**config.mk**
```make
export PLATFORM = sky130hd
export DESIGN_NAME = vpe_map_cmd
export DESIGN_NICKNAME = d
export VERILOG_FILES = /design/src/rtl/vpe_map_pkg.sv /design/src/rtl/vpe_map_check.sv /design/src/rtl/vpe_map_addr.sv /design/src/rtl/vpe_map_cmd.sv
export SDC_FILE = /design/constraint.sdc
export NUM_CORES = 1
export LEC_CHECK = 0
export BUFFER_PORTS_ARGS = -buffer_cell sky130_fd_sc_hd__buf_4
export CAP_MARGIN = 10
export CORE_AREA = 3 3 209 211
export CTS_BUF_LIST = sky130_fd_sc_hd__clkbuf_4
export CTS_CLUSTER_SIZE = 16
export DETAILED_ROUTE_END_ITERATION = 7
export DIE_AREA = 0 0 212 214
export PLACE_DENSITY = 0.6
export SLEW_MARGIN = 20
export SYNTH_ARGS = -nofsm -noshare
export SYNTH_HDL_FRONTEND = slang
export SYNTH_SLANG_ARGS = --single-unit
export TNS_END_PERCENT = 1
```
**constraint.sdc**
```tcl
create_clock -name clk -period 8.8 [get_ports clk]
set_clock_uncertainty 0.05 [all_clocks]
set_input_delay 1.76 -clock clk [delete_from_list [all_inputs] [get_ports clk]]
set_output_delay 1.76 -clock clk [all_outputs]
set_load 0.1 [all_outputs]
```
**src/rtl/vpe_map_pkg.sv**
```systemverilog
package vpe_map_pkg;

  localparam logic [7:0] OPC_VPE_MAP = 8'h29;
  localparam int VPE_ID_W = 16;
  localparam int RD_IDX_W = 36;
  localparam int PT_ADR_W = 36;
  localparam int PT_SZ_W  = 8;

  typedef enum logic [2:0] {
    ST_IDLE, ST_EVAL, ST_L1_REQ, ST_L1_WAIT, ST_WR_REQ, ST_WR_WAIT, ST_DONE
  } map_state_e;

  typedef enum logic [2:0] {
    VD_PASS, VD_NOFEAT, VD_SIZE, VD_RDIDX, VD_RANGE
  } verdict_e;

  typedef struct packed {
    logic [VPE_ID_W-1:0] vpe_id;
    logic [RD_IDX_W-1:0] rd_idx;
    logic                live;
    logic [PT_SZ_W-1:0]  pt_size;
    logic [PT_ADR_W-1:0] pt_addr;
  } map_fields_t;

  function automatic logic [7:0] opcode_of(input logic [63:0] w0);
    return w0[7:0];
  endfunction

  function automatic map_fields_t extract_fields(input logic [63:0] w1,
                                                 input logic [63:0] w2,
                                                 input logic [63:0] w3);
    map_fields_t f;
    f.vpe_id  = w1[47:32];
    f.rd_idx  = w2[51:16];
    f.live    = w2[63];
    f.pt_size = w3[7:0];
    f.pt_addr = w3[51:16];
    return f;
  endfunction

  // Entry layout: [63] live, [62:57] size, [56:52] zero, [51:36] index, [35:0] address
  function automatic logic [63:0] pack_entry(input map_fields_t f);
    logic [63:0] e;
    e = '0;
    if (f.live) begin
      e[63]    = 1'b1;
      e[62:57] = f.pt_size[5:0];
      e[51:36] = f.rd_idx[15:0];
      e[35:0]  = f.pt_addr;
    end
    return e;
  endfunction

endpackage

```
**src/rtl/vpe_map_check.sv**
```systemverilog
module vpe_map_check
  import vpe_map_pkg::*;
#(
  parameter int IDB_W = 5,
  parameter int CPU_W = 16
) (
  input  map_fields_t      fields,
  input  logic             virt_en,
  input  logic [IDB_W-1:0] id_bits,
  input  logic [CPU_W-1:0] num_cpus,
  input  logic [VPE_ID_W:0] tbl_entries,
  output verdict_e         verdict,
  output logic             pass
);

  logic size_bad, rd_bad, range_bad;

  assign size_bad  = fields.pt_size > PT_SZ_W'(id_bits);
  assign rd_bad    = fields.live && (fields.rd_idx >= RD_IDX_W'(num_cpus));
  assign range_bad = {1'b0, fields.vpe_id} >= tbl_entries;

  // Fixed order; first failure wins
  always_comb begin
    if (!virt_en)       verdict = VD_NOFEAT;
    else if (size_bad)  verdict = VD_SIZE;
    else if (rd_bad)    verdict = VD_RDIDX;
    else if (range_bad) verdict = VD_RANGE;
    else                verdict = VD_PASS;
  end

  assign pass = (verdict == VD_PASS);

endmodule

```
**src/rtl/vpe_map_addr.sv**
```systemverilog
module vpe_map_addr
  import vpe_map_pkg::*;
#(
  parameter int ADDR_W     = 52,
  parameter int PAGE_SHIFT = 12
) (
  input  logic [ADDR_W-1:0]   base,
  input  logic [VPE_ID_W-1:0] vpe_id,
  input  logic [63:0]         l1_word,
  output logic [ADDR_W-1:0]   flat_addr,
  output logic [ADDR_W-1:0]   l1_addr,
  output logic [ADDR_W-1:0]   l2_addr,
  output logic                l1_present
);

  localparam int SLOT_SHIFT = PAGE_SHIFT - 3;
  localparam logic [VPE_ID_W-1:0] SLOT_MASK = VPE_ID_W'((64'd1 << SLOT_SHIFT) - 64'd1);
  localparam logic [ADDR_W-1:0]   OFF_MASK  = ADDR_W'((64'd1 << PAGE_SHIFT) - 64'd1);

  function automatic logic [ADDR_W-1:0] page_of(input logic [63:0] w);
    return ADDR_W'(w) & ~OFF_MASK;
  endfunction

  function automatic logic present_of(input logic [63:0] w);
    return w[63];
  endfunction

  function automatic logic [ADDR_W-1:0] slot_bytes(input logic [VPE_ID_W-1:0] idx);
    return ADDR_W'({idx, 3'b000});
  endfunction

  logic [VPE_ID_W-1:0] l1_idx, l2_slot;

  assign l1_idx     = vpe_id >> SLOT_SHIFT;
  assign l2_slot    = vpe_id & SLOT_MASK;
  assign flat_addr  = base + slot_bytes(vpe_id);
  assign l1_addr    = base + slot_bytes(l1_idx);
  assign l2_addr    = page_of(l1_word) + slot_bytes(l2_slot);
  assign l1_present = present_of(l1_word);

endmodule

```
**src/rtl/vpe_map_cmd.sv**
```systemverilog
module vpe_map_cmd
  import vpe_map_pkg::*;
#(
  parameter int ADDR_W     = 52,
  parameter int IDB_W      = 5,
  parameter int CPU_W      = 16,
  parameter int PAGE_SHIFT = 12
) (
  input  logic              clk,
  input  logic              rst_n,
  input  logic              cmd_valid,
  output logic              cmd_ready,
  input  logic [63:0]       cmd_dw0,
  input  logic [63:0]       cmd_dw1,
  input  logic [63:0]       cmd_dw2,
  input  logic [63:0]       cmd_dw3,
  input  logic              cfg_virt_en,
  input  logic [IDB_W-1:0]  cfg_id_bits,
  input  logic [CPU_W-1:0]  cfg_num_cpus,
  input  logic [16:0]       cfg_tbl_entries,
  input  logic [ADDR_W-1:0] cfg_tbl_base,
  input  logic              cfg_two_level,
  output logic              mem_req_valid,
  input  logic              mem_req_ready,
  output logic              mem_req_write,
  output logic [ADDR_W-1:0] mem_req_addr,
  output logic [63:0]       mem_req_wdata,
  input  logic              mem_rsp_valid,
  input  logic              mem_rsp_err,
  input  logic [63:0]       mem_rsp_rdata,
  output logic              done_valid,
  output logic              done_stall
);

  map_state_e        state_q;
  map_fields_t       fields_q;
  logic [ADDR_W-1:0] wr_addr_q;
  logic              stall_q;

  verdict_e          verdict;
  logic              pass;
  logic [ADDR_W-1:0] flat_addr, l1_addr, l2_addr;
  logic              l1_present;

  // Named events for the assertions
  logic accept_evt, reject_evt, rsp_fault_evt, l1_miss_evt;

  vpe_map_check #(.IDB_W(IDB_W), .CPU_W(CPU_W)) u_check (
    .fields      (fields_q),
    .virt_en     (cfg_virt_en),
    .id_bits     (cfg_id_bits),
    .num_cpus    (cfg_num_cpus),
    .tbl_entries (cfg_tbl_entries),
    .verdict     (verdict),
    .pass        (pass)
  );

  vpe_map_addr #(.ADDR_W(ADDR_W), .PAGE_SHIFT(PAGE_SHIFT)) u_addr (
    .base       (cfg_tbl_base),
    .vpe_id     (fields_q.vpe_id),
    .l1_word    (mem_rsp_rdata),
    .flat_addr  (flat_addr),
    .l1_addr    (l1_addr),
    .l2_addr    (l2_addr),
    .l1_present (l1_present)
  );

  assign accept_evt    = cmd_valid && cmd_ready && (opcode_of(cmd_dw0) == OPC_VPE_MAP);
  assign reject_evt    = (state_q == ST_EVAL) && !pass;
  assign rsp_fault_evt = mem_rsp_valid && mem_rsp_err &&
                         ((state_q == ST_L1_WAIT) || (state_q == ST_WR_WAIT));
  assign l1_miss_evt   = (state_q == ST_L1_WAIT) && mem_rsp_valid && !mem_rsp_err && !l1_present;

  always_ff @(posedge clk) begin
    if (!rst_n) begin
      state_q   <= ST_IDLE;
      fields_q  <= '0;
      wr_addr_q <= '0;
      stall_q   <= 1'b0;
    end else begin
      unique case (state_q)
        ST_IDLE: begin
          if (accept_evt) begin
            fields_q <= extract_fields(cmd_dw1, cmd_dw2, cmd_dw3);
            stall_q  <= 1'b0;
            state_q  <= ST_EVAL;
          end
        end
        ST_EVAL: begin
          if (!pass) begin
            stall_q <= 1'b0;
            state_q <= ST_DONE;
          end else if (cfg_two_level) begin
            state_q <= ST_L1_REQ;
          end else begin
            wr_addr_q <= flat_addr;
            state_q   <= ST_WR_REQ;
          end
        end
        ST_L1_REQ: if (mem_req_ready) state_q <= ST_L1_WAIT;
        ST_L1_WAIT: begin
          if (mem_rsp_valid) begin
            if (mem_rsp_err) begin
              stall_q <= 1'b1;
              state_q <= ST_DONE;
            end else if (!l1_present) begin
              stall_q <= 1'b0;
              state_q <= ST_DONE;
            end else begin
              wr_addr_q <= l2_addr;
              state_q   <= ST_WR_REQ;
            end
          end
        end
        ST_WR_REQ: if (mem_req_ready) state_q <= ST_WR_WAIT;
        ST_WR_WAIT: begin
          if (mem_rsp_valid) begin
            stall_q <= mem_rsp_err;
            state_q <= ST_DONE;
          end
        end
        ST_DONE: state_q <= ST_IDLE;
        default: state_q <= ST_IDLE;
      endcase
    end
  end

  assign cmd_ready     = (state_q == ST_IDLE);
  assign mem_req_valid = (state_q == ST_L1_REQ) || (state_q == ST_WR_REQ);
  assign mem_req_write = (state_q == ST_WR_REQ);
  assign mem_req_addr  = (state_q == ST_L1_REQ) ? l1_addr : wr_addr_q;
  assign mem_req_wdata = pack_entry(fields_q);
  assign done_valid    = (state_q == ST_DONE);
  assign done_stall    = (state_q == ST_DONE) && stall_q;

  AST_DONE_PULSE: assert property (@(posedge clk) disable iff (!rst_n)
    done_valid |=> !done_valid);

  AST_BUSY_AFTER_ACCEPT: assert property (@(posedge clk) disable iff (!rst_n)
    accept_evt |=> !cmd_ready && !done_valid);

  AST_REQ_HOLD: assert property (@(posedge clk) disable iff (!rst_n)
    mem_req_valid && !mem_req_ready |=> mem_req_valid && $stable(mem_req_addr)
      && $stable(mem_req_write) && $stable(mem_req_wdata));

  AST_REJECT_SILENT: assert property (@(posedge clk) disable iff (!rst_n)
    reject_evt |=> done_valid && !done_stall && !mem_req_valid);

  AST_NOFEAT_CONT: assert property (@(posedge clk) disable iff (!rst_n)
    (state_q == ST_EVAL) && !cfg_virt_en |=> done_valid && !done_stall);

  AST_ZERO_ENTRY: assert property (@(posedge clk) disable iff (!rst_n)
    mem_req_valid && mem_req_write && !fields_q.live |-> mem_req_wdata == 64'd0);

  AST_FAULT_STALL: assert property (@(posedge clk) disable iff (!rst_n)
    rsp_fault_evt |=> done_valid && done_stall);

  AST_L1_MISS_CONT: assert property (@(posedge clk) disable iff (!rst_n)
    l1_miss_evt |=> done_valid && !done_stall && !mem_req_valid);

endmodule

```
======== Word level (Yosys, flattened, before mapping) ========
Cells that the tools add are included.
storage, ports and cells
  bits in registers ....................... 153
  input port bits ......................... 418
  output and inout port bits .............. 121
  logic and storage cells ................. 75
operators by class
  add/subtract/negate cells ............... 3
  magnitude comparators ................... 3
  equal/unequal tests ..................... 18
  mux-type cells .......................... 30
  reductions and logical operators ........ 13
operators with widths
  kind                                                 count
  2-to-1 mux 52 bit                                    7
  one-hot mux 52 bit (2 select lines)                  1
  adder 52 x 10 -> 52 bit                              1
  adder 52 x 12 -> 52 bit                              1
  adder 52 x 19 -> 52 bit                              1
  >= comparator 36 x 16 -> 1 bit                       1
  2-to-1 mux 3 bit                                     11
  inequality test 2 bit, second input constant         9
  one-hot mux 3 bit (6 select lines)                   1
  >= comparator 16 x 17 -> 1 bit                       1
  AND reduction 6 bit                                  2
  equality test 3 bit, second input constant           3
  equality test 8 x 6 -> 1 bit, second input constant  1
  greater-than comparator 8 x 5 -> 1 bit               1
  2-to-1 mux 7 bit                                     1
  equality test 3 x 2 -> 1 bit, second input constant  2
  logical NOT 3 bit                                    2
  2-to-1 mux 1 bit                                     6
  AND reduction 5 bit                                  1
  logical AND 1 bit                                    4
  2-to-1 mux 2 bit                                     2
  one-hot mux 1 bit (4 select lines)                   1
  nonzero test 4 bit                                   1
  equality test 3 x 1 -> 1 bit, second input constant  1
  5 further kinds                                      5

======== Longest topological paths before layout ========
Gate-level depths: netlist of the first run.
  depth in word-level cells ............... 8
  mapped depth ............................ 12
  mapped depth without buffers ............ 10

======== Cells and area by module ========
From an unflattened synthesis of the first run, not the netlist that was laid out.
unflattened totals
  cell total of the unflattened synthesis .. 1415
  area, all modules ....................... 11428.5 um^2
by module, submodules not included
  module         times used  cells an instance  area an instance (um^2)  seq. area each (um^2)
  vpe_map_cmd    1           842                7345.8                   3062.9
  vpe_map_addr   1           427                3026.7                   0.0
  vpe_map_check  1           146                1056.0                   0.0

======== Worst setup path before layout of the first run ========
No wires, ideal clock.
  kind .................................... input to output
  from .................................... input port cfg_tbl_base[8]
  to ...................................... output port mem_req_addr[24]
  arrival ................................. 5.672 ns
  data required time ...................... 6.990 ns
  path slack .............................. 1.318 ns
  stages on the path ...................... 8
  buffers on the path ..................... 0
  cell sequence ........................... ha_1 > o21ai_0 > a21boi_0 > o21ai_0 > nor4_2 > nand3_1 > xor2_1 > o21ai_0
on the way
  cells in the longest elaborated chain, start to end .. 2
RTL lines
  element                  RTL line            RTL
  start, declared          vpe_map_cmd.sv:21   input logic [ADDR_W-1:0] cfg_tbl_base,
  adder 52 x 10 -> 52 bit  vpe_map_addr.sv:37  assign l1_addr = base + slot_bytes(l1_idx);
  2-to-1 mux 52 bit        vpe_map_cmd.sv:131  assign mem_req_addr = (state_q == ST_L1_REQ) ? l1_addr : wr_addr_q;
  end, declared            vpe_map_cmd.sv:26   output logic [ADDR_W-1:0] mem_req_addr,
Every way passes these cells.

======== Final worst setup path of the first run ========
  from .................................... input port cfg_tbl_base[8]
  to ...................................... output port mem_req_addr[50]
Same word-level chain as after synthesis.

==> results of run 1 <==
[worst min-delay path, delay by kind of cell, from the launching register on]
kind,cells,cell delay [ns]
compound gates,1,0.05
flops,1,0.33
simple gates,1,0.05
[how the worst min path moves through the flow]
| stage | start | end | slack (ns) | depth (start not counted) |
|---|---|---|---|---|
| final | fields_q[19]$_SDFFE_PN0P_ | fields_q[19]$_SDFFE_PN0P_ | 0.41 | 2 |
| after global routing | fields_q[74]$_SDFFE_PN0P_ | fields_q[74]$_SDFFE_PN0P_ | 0.43 | 2 |
| after CTS | fields_q[19]$_SDFFE_PN0P_ | fields_q[19]$_SDFFE_PN0P_ | 0.41 | 2 |
| after detailed placement | fields_q[20]$_SDFFE_PN0P_ | fields_q[20]$_SDFFE_PN0P_ | 0.39 | 2 |
| after global placement | fields_q[11]$_SDFFE_PN0P_ | fields_q[11]$_SDFFE_PN0P_ | 0.39 | 2 |
| after floorplan | stall_q$_SDFFE_PN0P_ | stall_q$_SDFFE_PN0P_ | 0.38 | 2 |
[layout by cell type (no fill, tap or decap), types with 29 or more instances in the layout]
cell type,count
nor2_1,64
a21oi_1,139
o21ai_0,79
and2_1,67
nor3_1,29
nand2_1,334
ha_1,60
nand3_1,41
nand2b_1,33
xnor2_1,31
dfxtp_1,152
buf_4,377
inv_1,59
[flip-flops by register name, indices dropped and copies added (netlist names)]
register	count
wr_addr_q	52
stall_q	1
state_q	3
fields_q	97
[layer usage]
layer  routed length, microns  GRT usage, %  share of wire (%)  up-vias
met4                     1010          6.10                2.4        2
li1                         -             -                  -     5822
met3                     3880          5.98                9.1       59
met2                    19800          30.0                 46      483
met1                    17900          22.6                 42     5554
met5                       11             0              0.026        -
[logic make-up (layout without fill, tap and decap cells)]
| group | count (synthesis) | count (layout) | synth area share (%) |
|---|---|---|---|
| simple gates | 676 | 676 | 30.2 |
| buf+inv | 166 | 470 | 6.44 |
| other cells | 1 | 13 | 0.0349 |
| compound gates | 370 | 370 | 21.9 |
| mux | 12 | 12 | 1.12 |
| fa+ha+maj | 62 | 62 | 7.37 |
| xor+xnor | 54 | 54 | 4.41 |
| flops | 153 | 153 | 28.5 |
[cell type report]
class / instances / area (sq um) / area share [%]
Timing Repair Buffer: 378 / 2850 / 20.1
Tap cell: 539 / 674 / 4.75
Multi-Input combinational cell: 1179 / 7040 / 49.6
Clock buffer: 18 / 135 / 0.953
Inverter: 60 / 228 / 1.61
Sequential cell: 153 / 3060 / 21.6
Clock inverter: 14 / 170 / 1.20
Antenna cell: 8 / 20.0 / 0.141
[report_power, final]
part	leakage (uW)	switching, uW	internal (uW)	total, uW
Clock	0.000160	303	201	505
Sequential	0.00123	11.0	704	715
Combinational	0.00446	245	144	388
Total	0.00585	559	1050	1610
[per-stage QoR]
step | cell area, sq um | instances
after floorplan | 10700 | 1498
after global placement | 13800 | 2308
after detailed placement | 13800 | 2308
after CTS | 14100 | 2340
after global routing | 14200 | 2349
final | 14200 | 2349
==> metrics.txt, run 1 <==
most frequent cell after synthesis=nand2_1; Yosys top cell area share=28.5%; Reg2Reg Depth=11; Die Area=~45000 sq um; Final nets=approximately 2300; Routed Antenna Nets=0; setup ws final=approximately 2.1 ns; overall die width=roughly 210 microns; gp weighted congestion=0.870; CP Capture Type=output pin; Pre-antenna DRT Iters=5; Setup Buffers After CTS=0; I/O pins=between 500 and 600; Syn Area/Cell=between 7 and 8 sq um; EDFF count, synth=0; Cells after Synth=1494; Worst-Margin Slew=about 1.1 ns; CP cell instances=buf_4 -> ha_1 -> o21ai_0 -> a21boi_0 -> o21ai_0 -> nor3_1 -> nand2_1 -> xor2_1 -> o21ai_0 -> buf_4; library cells used by synthesis=69; WP buf/inv=2; worst-skew pair later-pin latency=0.68 ns; share of layout cells above drive strength 1=about a quarter; CP delay by family, top=simple AND/OR/NAND/NOR gates; core area=between 40000 and 50000 sq um; initial drt markers=approximately 720; Synth Cell Area=approximately 11000 sq um; fillcell total=approximately 4500; crit path max fanout=5; Synth area leader=dfxtp_1; Seq cells post-synth=around 150; Async S/R FF share, synth=0%; num rows=75; register area share after synthesis=between 20 and 30%; largest net degree at the start of global routing=just under 100; WL/cell=~18 microns; CTS Buf Count=17; post_cts resized=0; IO buf count=between 300 and 400; top cells by count, synth=335 x nand2_1, 153 x dfxtp_1, 139 x a21oi_1, 84 x clkbuf_1, 79 x o21ai_0; number of global-route vias before repair=approximately 12000; f_max=0.150 GHz; # DRC=0; power per cell area=about 110 nW/um^2; critical path startpoint=cfg_tbl_base[8]; Pwr Total=~1600 uW; area grow syn2layout=32.2%; post-cts hold buffer count=0; initial antenna violation count=3; FF-to-FF setup slack=between 5 and 6 ns; Hold Vio Cnt, Final=0; root buf cell=clkbuf_4; Synth area leaders=dfxtp_1 29%, nand2_1 12%, ha_1 7.0%, a21oi_1 6.5%, and2_1 4.0%; peak supply drop=slightly above 80 uV; CP max stage delay=between 0.9 and 1 ns; first-pass GRT wire length=roughly 66000 microns; gr usage total=roughly 18%; Die Y-Extent=214 microns; critical path depth=10; Clock Tree Buf Depth=2; initial core utilization=around a quarter; Setup Slack @ Placement=~2.3 ns; status=finished, final reports clean; crit start category=input port; vias per cell=5.07; H-tree depth=4; CTS tree=built; warnings from Yosys=0; DR vias=about 12000; final setup fails=0; GR Overflow Total=0; Slew Limit Fails=0; Reg clk slew, reported paths=roughly 0.13 ns; Setup Crit Path Kind=in -> out; final core occ=roughly 34%; Required @ worst endpoint=between 6 and 7 ns; Hold Path Class=reg -> reg; Worst Hold Margin=0.408 ns; Fin Setup TNS=0 ns; Clock Sinks=about 150; ys flop type=dfxtp_1; unrepaired setup endpoints after global routing=no; Worst path slowest cell=nor3_1; Period minus WS final=around 6.7 ns; DP HPWL=roughly 32000 microns; worst r2r dst=wr_addr_q[33]$_SDFFE_PN0P_; WL final=42600 microns; crit path DAT=between 4 and 5 ns; fin crit share=between 70 and 80%; Setup crit end=mem_req_addr[50]; Worst R2R Start=fields_q[81]$_SDFFE_PN0P_; Relative slew margins=about 28%; crit-path most repeated cell=o21ai_0; max-cap violation count=0; Static Leakage=roughly 0.006 uW
Note: power is estimated with default switching activity, not from simulation.
==> inputs of run 2 (changes only) <==
--- a/config.mk
+++ b/config.mk
@@ -5,14 +5,15 @@
 export SDC_FILE = /design/constraint.sdc
 export NUM_CORES = 1
 export LEC_CHECK = 0
+export ABC_AREA = 1
 export BUFFER_PORTS_ARGS = -buffer_cell sky130_fd_sc_hd__buf_4
 export CAP_MARGIN = 10
-export CORE_AREA = 3 3 209 211
+export CORE_AREA = 3 3 208 210
 export CTS_BUF_LIST = sky130_fd_sc_hd__clkbuf_4
 export CTS_CLUSTER_SIZE = 16
 export DETAILED_ROUTE_END_ITERATION = 7
-export DIE_AREA = 0 0 212 214
-export PLACE_DENSITY = 0.6
+export DIE_AREA = 0 0 211 213
+export PLACE_DENSITY = 0.64
 export SLEW_MARGIN = 20
 export SYNTH_ARGS = -nofsm -noshare
 export SYNTH_HDL_FRONTEND = slang
==> constraint.sdc (replaced) <==
create_clock -name clk -period 6.95 [get_ports clk]
set_clock_uncertainty 0.05 [all_clocks]
set_input_delay 1.39 -clock clk [delete_from_list [all_inputs] [get_ports clk]]
set_output_delay 1.39 -clock clk [all_outputs]
set_load 0.1 [all_outputs]
==> run 2 against run 1 <==
Critical path depth increased by 3. Via count increased by 20%. Die area decreased by 0.94%. Hold slack improved by 0.0065 ns. Combinational power decreased by 20%. Sequential power increased by 23%. Worst setup slack got worse by 1.0 ns. Highest routed layer unchanged. Design area increased by 9.8%. First-iteration DRC count increased by 38%. Flip-flop and latch count unchanged. Clock power increased by 26%.
==> metrics.txt, run 2 <==
Synth area leader=dfxtp_1; Async S/R FF share, synth=0% (unchanged); xor and xnor area share after synthesis=3.45% (-0.96 points); worst-skew pair later-pin latency=0.65 ns (-0.03 ns); core area=41800 sq um (-0.45%); Syn Area/Cell=5.68 sq um (-21%); Simple-Gate Fraction of Synth Area=39.9% (+9.7 points); ys flop type=dfxtp_1; Fin Setup TNS=0 ns (unchanged); vias per cell=4.75 (-6.3%); f_max=between 0.15 and 0.2 GHz; Hold Vio Cnt, Final=0 (unchanged); Register Area=3060 sq um (unchanged); Worst Hold Margin=0.415 ns (+0.00651 ns); fillcell total=4615 (+3.2%); most flop-heavy register=fields_q; Setup crit end=mem_req_addr[41]; CP max stage delay=0.56 ns (-0.35 ns); root buf cell=clkbuf_4; FF-to-FF setup slack=3.67 ns (-1.64 ns); Relative slew margins=27.1% (-0.81 points); overall die width=211 microns (-0.47%); gr usage total=22.7% (+4.4 points); Synth area leaders=dfxtp_1 25%, nand2_1 19%, nor2_1 11%, inv_1 11%, o21ai_0 7.3%; number of global-route vias before repair=13600 (+16%); max reg flops=97 (unchanged); warnings from Yosys=0 (unchanged); I/O pins=539 (unchanged); Setup Buffers After CTS=0 (unchanged); Clock Sinks=153 (unchanged); worst r2r dst=fields_q[87]$_SDFFE_PN0P_; Routed Antenna Nets=0 (unchanged); Worst R2R Start=state_q[2]$_SDFFE_PN0P_; gp weighted congestion=0.920 (+5.7%); CP Capture Type=output pin; DR vias=14300 (+20%); Final nets=2930 (+29%); share of layout cells above drive strength 1=17.2% (-6.9 points); Reg clk slew, reported paths=0.14 ns (about the same); Adder-Cell Fraction of Synth Area=6.48% (-0.89 points); Pre-antenna DRT Iters=5 (unchanged); largest family of logic cells by synthesized area=simple AND/OR/NAND/NOR gates; Largest regs=fields_q: 97 flops, wr_addr_q: 52 flops, state_q: 3 flops; Reg2Reg Depth=8 (-3); initial drt markers=989 (+38%); crit path DAT=4.38 ns (-0.48 ns); complex-gate fraction of the synthesized area=10.6% (-11 points); CTS Buf Count=17 (unchanged); Setup Crit Path Kind=in -> out; Seq cells post-synth=153 (unchanged); status=finished, final reports clean; Yosys top cell area share=25.1% (-3.4 points); Worst path slowest cell=a21oi_1; post-cts hold buffer count=0 (unchanged); initial core utilization=29.2% (+3.6 points); WL/cell=17.3 microns (-4.3%); # DRC=0 (unchanged); GR Overflow Total=0 (unchanged); Cells after Synth=2146 (+44%); most frequent cells in the layout=603 x nand2_1, 373 x nor2_1, 366 x buf_4; crit start category=input port; Die Area=44900 sq um (-0.94%); Static Leakage=0.00835 uW (+43%); register area share after synthesis=25.1% (-3.4 points); CP cell instances=buf_4 -> ha_1 -> inv_1 -> fa_1 -> o21ai_2 -> nand2_1 -> a21oi_1 -> nand4_1 -> nor2_1 -> xor2_1 -> nand2_1 -> o21ai_0 -> buf_4; area grow syn2layout=27.7%; power per cell area=117 nW/um^2 (+3.6%); Die Y-Extent=213 microns (-0.47%); post-synthesis mux area share=0.492% (-0.63 points); first-pass GRT wire length=77600 microns (+18%); fin area=15600 sq um (+9.8%); Worst-Margin Slew=1.09 ns (+0.00957 ns); area of the multi-input gates=7470 sq um (+6.1%); Period minus WS final=~5.8 ns; critical path startpoint=cfg_tbl_base[3]; crit path max fanout=5 (unchanged); fin crit share=83.8%; post_cts resized=0 (unchanged); num rows=75 (unchanged); top cells by count, synth=604 x nand2_1, 373 x nor2_1, 342 x inv_1, 178 x o21ai_0, 153 x dfxtp_1; largest net degree at the start of global routing=111 (+13%); final setup fails=0 (unchanged); CTS tree=built; initial antenna violation count=3 (unchanged); Required @ worst endpoint=5.51 ns (-1.48 ns); Synth Cell Area=12200 sq um (+14%); Hold Path Class=reg -> reg; unrepaired setup endpoints after global routing=no; EDFF count, synth=0 (unchanged); Cell Area, Placed=15300 sq um (+10%); DP HPWL=41800 microns (+31%); most common cell after layout, fill and taps aside=nand2_1; library cells used by synthesis=49 (-29%); Clock Tree Buf Depth=2 (unchanged); Pwr Total=1830 uW (+14%); WL final=52100 microns (+22%); IO buf count=359 (unchanged); most frequent cell after synthesis=nand2_1; peak supply drop=135 uV (+63%); max-cap violation count=0 (unchanged); Slew Limit Fails=0 (unchanged); H-tree depth=4 (unchanged)
## run 2: cell count changes in the layout (fill, tap and decap cells not counted), sizes merged, moves of 24 or more
cell | previous run | this run
nor2 | 65 | 376
inv | 63 | 351
nand2 | 335 | 607
o21ai | 80 | 183
nand3 | 42 | 139
a21oi | 139 | 52
and2 | 68 | 1
nand2b | 33 | 0
or4 | 25 | 0
o31ai | 24 | 0
## run 2: per-stage QoR
step                setup slack [ns]  util (%)  cells
floorplan                      0.534         -   2150
global placement                1.19      36.6   2970
detailed placement              1.20      36.6   2970
CTS                             1.19      37.3   3001
global route                   0.971      37.3   3002
finish                          1.13      37.3   3002
## run 2: where the power goes
part           total [uW]  switching, uW  internal [uW]  leakage, uW
sequential            881           1.40            879      0.00123
combinational         310            172            138      0.00695
clock                 637            380            257     0.000169
total                1830            554           1270      0.00835
## run 2: worst max-delay path, delay by kind of cell
family                   cells  cell delay, ns
AO/OA/AOI/OAI                3            0.90
XOR/XNOR                     1            0.18
adder cells (fa/ha/maj)      2            0.58
buffers and inverters        3            0.48
AND/OR/NAND/NOR              4            0.85
## run 2: layout make-up
cell class,instances,share of cell area [%]
clock buffer,18,0.868
inverter,348,8.39
antenna,1,0.0161
multi-input combinational,1564,48.0
sequential,153,19.7
timing repair buffer,366,17.6
tap,539,4.33
clock inverter,13,1.08
## run 2: how the worst min path moves through the flow
stage                                         start                   endpoint  depth (start not counted)  slack (ns)
final                     fields_q[61]$_SDFFE_PN0P_  fields_q[61]$_SDFFE_PN0P_                          2        0.41
after global routing           stall_q$_SDFFE_PN0P_       stall_q$_SDFFE_PN0P_                          2        0.44
after CTS                 fields_q[61]$_SDFFE_PN0P_  fields_q[61]$_SDFFE_PN0P_                          2        0.42
after detailed placement  fields_q[61]$_SDFFE_PN0P_  fields_q[61]$_SDFFE_PN0P_                          2        0.40
after global placement    fields_q[61]$_SDFFE_PN0P_  fields_q[61]$_SDFFE_PN0P_                          2        0.39
after floorplan           fields_q[63]$_SDFFE_PN0P_  fields_q[63]$_SDFFE_PN0P_                          2        0.38
## run 2: metal layers
layer	GRT usage (%)	share of wire, %	vias up
met5	0	0.025	-
met1	26.8	41	6468
met3	6.71	8.6	63
met4	8.08	3.0	2
li1	-	-	7217
met2	39.4	48	518
## run 2: logic make-up after synthesis
| kind of cell | count (synthesis) |
|---|---|
| DFF | 153 |
| other | 1 |
| xor gates and xnor gates | 48 |
| buffers and inverters | 433 |
| adders and majority gates | 62 |
| AOI/OAI and AO/OA | 250 |
| and+or+nand+nor | 1193 |
| muxes | 6 |
==> inputs of run 3 (changes only) <==
==> constraint.sdc (replaced) <==
create_clock -name clk -period 5.47 [get_ports clk]
set_clock_uncertainty 0.05 [all_clocks]
set_input_delay 1.094 -clock clk [delete_from_list [all_inputs] [get_ports clk]]
set_output_delay 1.094 -clock clk [all_outputs]
set_load 0.1 [all_outputs]
==> run 3 against run 2 <==
Via count rose by 1.1%. Clock power up 6.6%. Worst setup slack worse by 0.64 ns. Global-route usage rose by 0.56 points. Clock-buffer cell count fell by 1. Sequential power up 27%. Combinational power up 29%. First-iteration DRC count increased by 5.5%. Die area did not move. Routed wire length grew 2.5%. Register-to-register slack worse by 1.6 ns. Final cell count is 0.20% higher.
==> metrics.txt, run 3 (synthesis results as in run 2) <==
root buf cell=clkbuf_4; f_max=between 0.2 and 0.25 GHz; CTS tree=built; Final nets=2936 (+0.20%); setup ws final=0.484 ns (-0.645 ns); IO buf count=359 (unchanged); Reg2Reg Depth=13 (+5); number of global-route vias before repair=13800 (+1.1%); Static Leakage=0.00834 uW (-0.14%); WL final=53400 microns (+2.5%); Largest regs=fields_q: 97 flops, wr_addr_q: 52 flops, state_q: 3 flops; worst r2r dst=wr_addr_q[41]$_SDFFE_PN0P_; most flop-heavy register=fields_q; final setup fails=0 (unchanged); Routed Antenna Nets=0 (unchanged); gr usage total=23.3% (+0.56 points); post_cts resized=0 (unchanged); most frequent cells in the layout=602 x nand2_1, 373 x nor2_1, 371 x buf_4; Setup crit end=mem_req_addr[49]; most common cell after layout, fill and taps aside=nand2_1; crit path max fanout=4 (-1); status=finished, final reports clean; H-tree depth=4 (unchanged); # DRC=0 (unchanged); Cell Area, Placed=15300 sq um (+0.38%); gp weighted congestion=0.919 (about the same); num rows=75 (unchanged); vias per cell=4.79 (+0.85%); CTS Buf Count=17 (unchanged); FF-to-FF setup slack=2.05 ns (-1.62 ns); overall die width=211 microns (unchanged); WL/cell=17.7 microns (+2.3%); crit start category=flop; Relative slew margins=33.0% (+5.9 points); I/O pins=539 (unchanged); fin area=15600 sq um (-0.12%); Hold Path Class=reg -> reg; initial drt markers=1043 (+5.5%); CP Capture Type=output pin; Hold Vio Cnt, Final=0 (unchanged); Setup Crit Path Kind=reg -> out; largest net degree at the start of global routing=111 (unchanged); peak supply drop=169 uV (+25%); fin crit share=between 90% and 100%; initial antenna violation count=3 (unchanged); post-cts hold buffer count=0 (unchanged); share of layout cells above drive strength 1=17.4% (+0.16 points); DR vias=14400 (+1.1%); Die Y-Extent=213 microns (unchanged); first-pass GRT wire length=79100 microns (+2.0%); initial core utilization=29.2% (unchanged); Die Area=44900 sq um (unchanged); Setup Buffers After CTS=0 (unchanged); critical path startpoint=fields_q[90]$_SDFFE_PN0P_; Period minus WS final=roughly 5.0 ns; Required @ worst endpoint=4.33 ns (-1.18 ns); core area=41800 sq um (unchanged); Reg clk slew, reported paths=0.13 ns (about the same); power per cell area=141 nW/um^2 (+20%); max-cap violation count=0 (unchanged); Worst-Margin Slew=1.01 ns (-0.0860 ns); area grow syn2layout=27.5%; Setup Slack @ Placement=0.620 ns (-0.578 ns); Clock Sinks=153 (unchanged); unrepaired setup endpoints after global routing=no; max reg flops=97 (unchanged); Clock Tree Buf Depth=2 (unchanged); crit path DAT=3.84 ns (-0.54 ns); Pre-antenna DRT Iters=5 (unchanged); worst-skew pair later-pin latency=0.72 ns (+0.07 ns); GR Overflow Total=0 (unchanged); Worst R2R Start=fields_q[95]$_SDFFE_PN0P_; Slew Limit Fails=0 (unchanged); fillcell total=4663 (+1.0%); DP HPWL=42600 microns (+1.7%)
[run 3: layout make-up]
class / count / area (sq um) / area share [%]
diodes: 1 / 2.50 / 0.0161
clock buffers: 17 / 128 / 0.821
clock inverters: 14 / 97.6 / 0.628
inverters: 348 / 1310 / 8.40
multi-input cells: 1564 / 7470 / 48.1
flip-flops and latches: 153 / 3060 / 19.7
well taps: 539 / 674 / 4.34
repair buffers: 372 / 2810 / 18.0
[run 3: report_power, final]
part	switching [uW]	total, uW	internal [uW]
combinational	223	399	176
clock	501	679	178
sequential	1.89	1120	1120
[run 3: critical path: stages, from the launching register on]
cell and delay, ns:
dfxtp_1 0.54, ha_1 0.24, inv_1 0.06, fa_1 0.41
o21ai_2 0.20, nand2_1 0.20, a21oi_1 0.24, buf_4 0.16
inv_1 0.04, nor2_1 0.20, nand3_1 0.13, xor2_1 0.16
nand2_1 0.06, o21ai_0 0.14, buf_4 0.34
[run 3: per-layer routing]
layer | track usage (%) | vias to the layer above | routed length, microns
li1 | - | 7233 | -
met1 | 27.3 | 6549 | 21300
met2 | 40.6 | 554 | 25600
met3 | 6.76 | 80 | 4660
met4 | 8.59 | 2 | 1780
met5 | 0 | - | 10
[run 3: worst min path at each step]
stage / start / to / cells after the start
final: fields_q[63]$_SDFFE_PN0P_ / fields_q[63]$_SDFFE_PN0P_ / 2
after global routing: fields_q[63]$_SDFFE_PN0P_ / fields_q[63]$_SDFFE_PN0P_ / 2
after CTS: fields_q[63]$_SDFFE_PN0P_ / fields_q[63]$_SDFFE_PN0P_ / 2
after detailed placement: fields_q[63]$_SDFFE_PN0P_ / fields_q[63]$_SDFFE_PN0P_ / 2
after global placement: fields_q[64]$_SDFFE_PN0P_ / fields_q[64]$_SDFFE_PN0P_ / 2
after floorplan: fields_q[63]$_SDFFE_PN0P_ / fields_q[63]$_SDFFE_PN0P_ / 2
[run 3: metrics by stage]
stage	total power (uW)	std cells	setup TNS (ns)	hold WS [ns]	utilization (%)
floorplan	1320	2150	-0.549	0.379	-
global placement	1540	2976	0	0.391	36.7
detailed placement	1540	2976	0	0.400	36.7
CTS	2240	3007	0	0.419	37.2
global route	2310	3008	0	0.439	37.2
finish	2200	3008	0	0.418	37.2
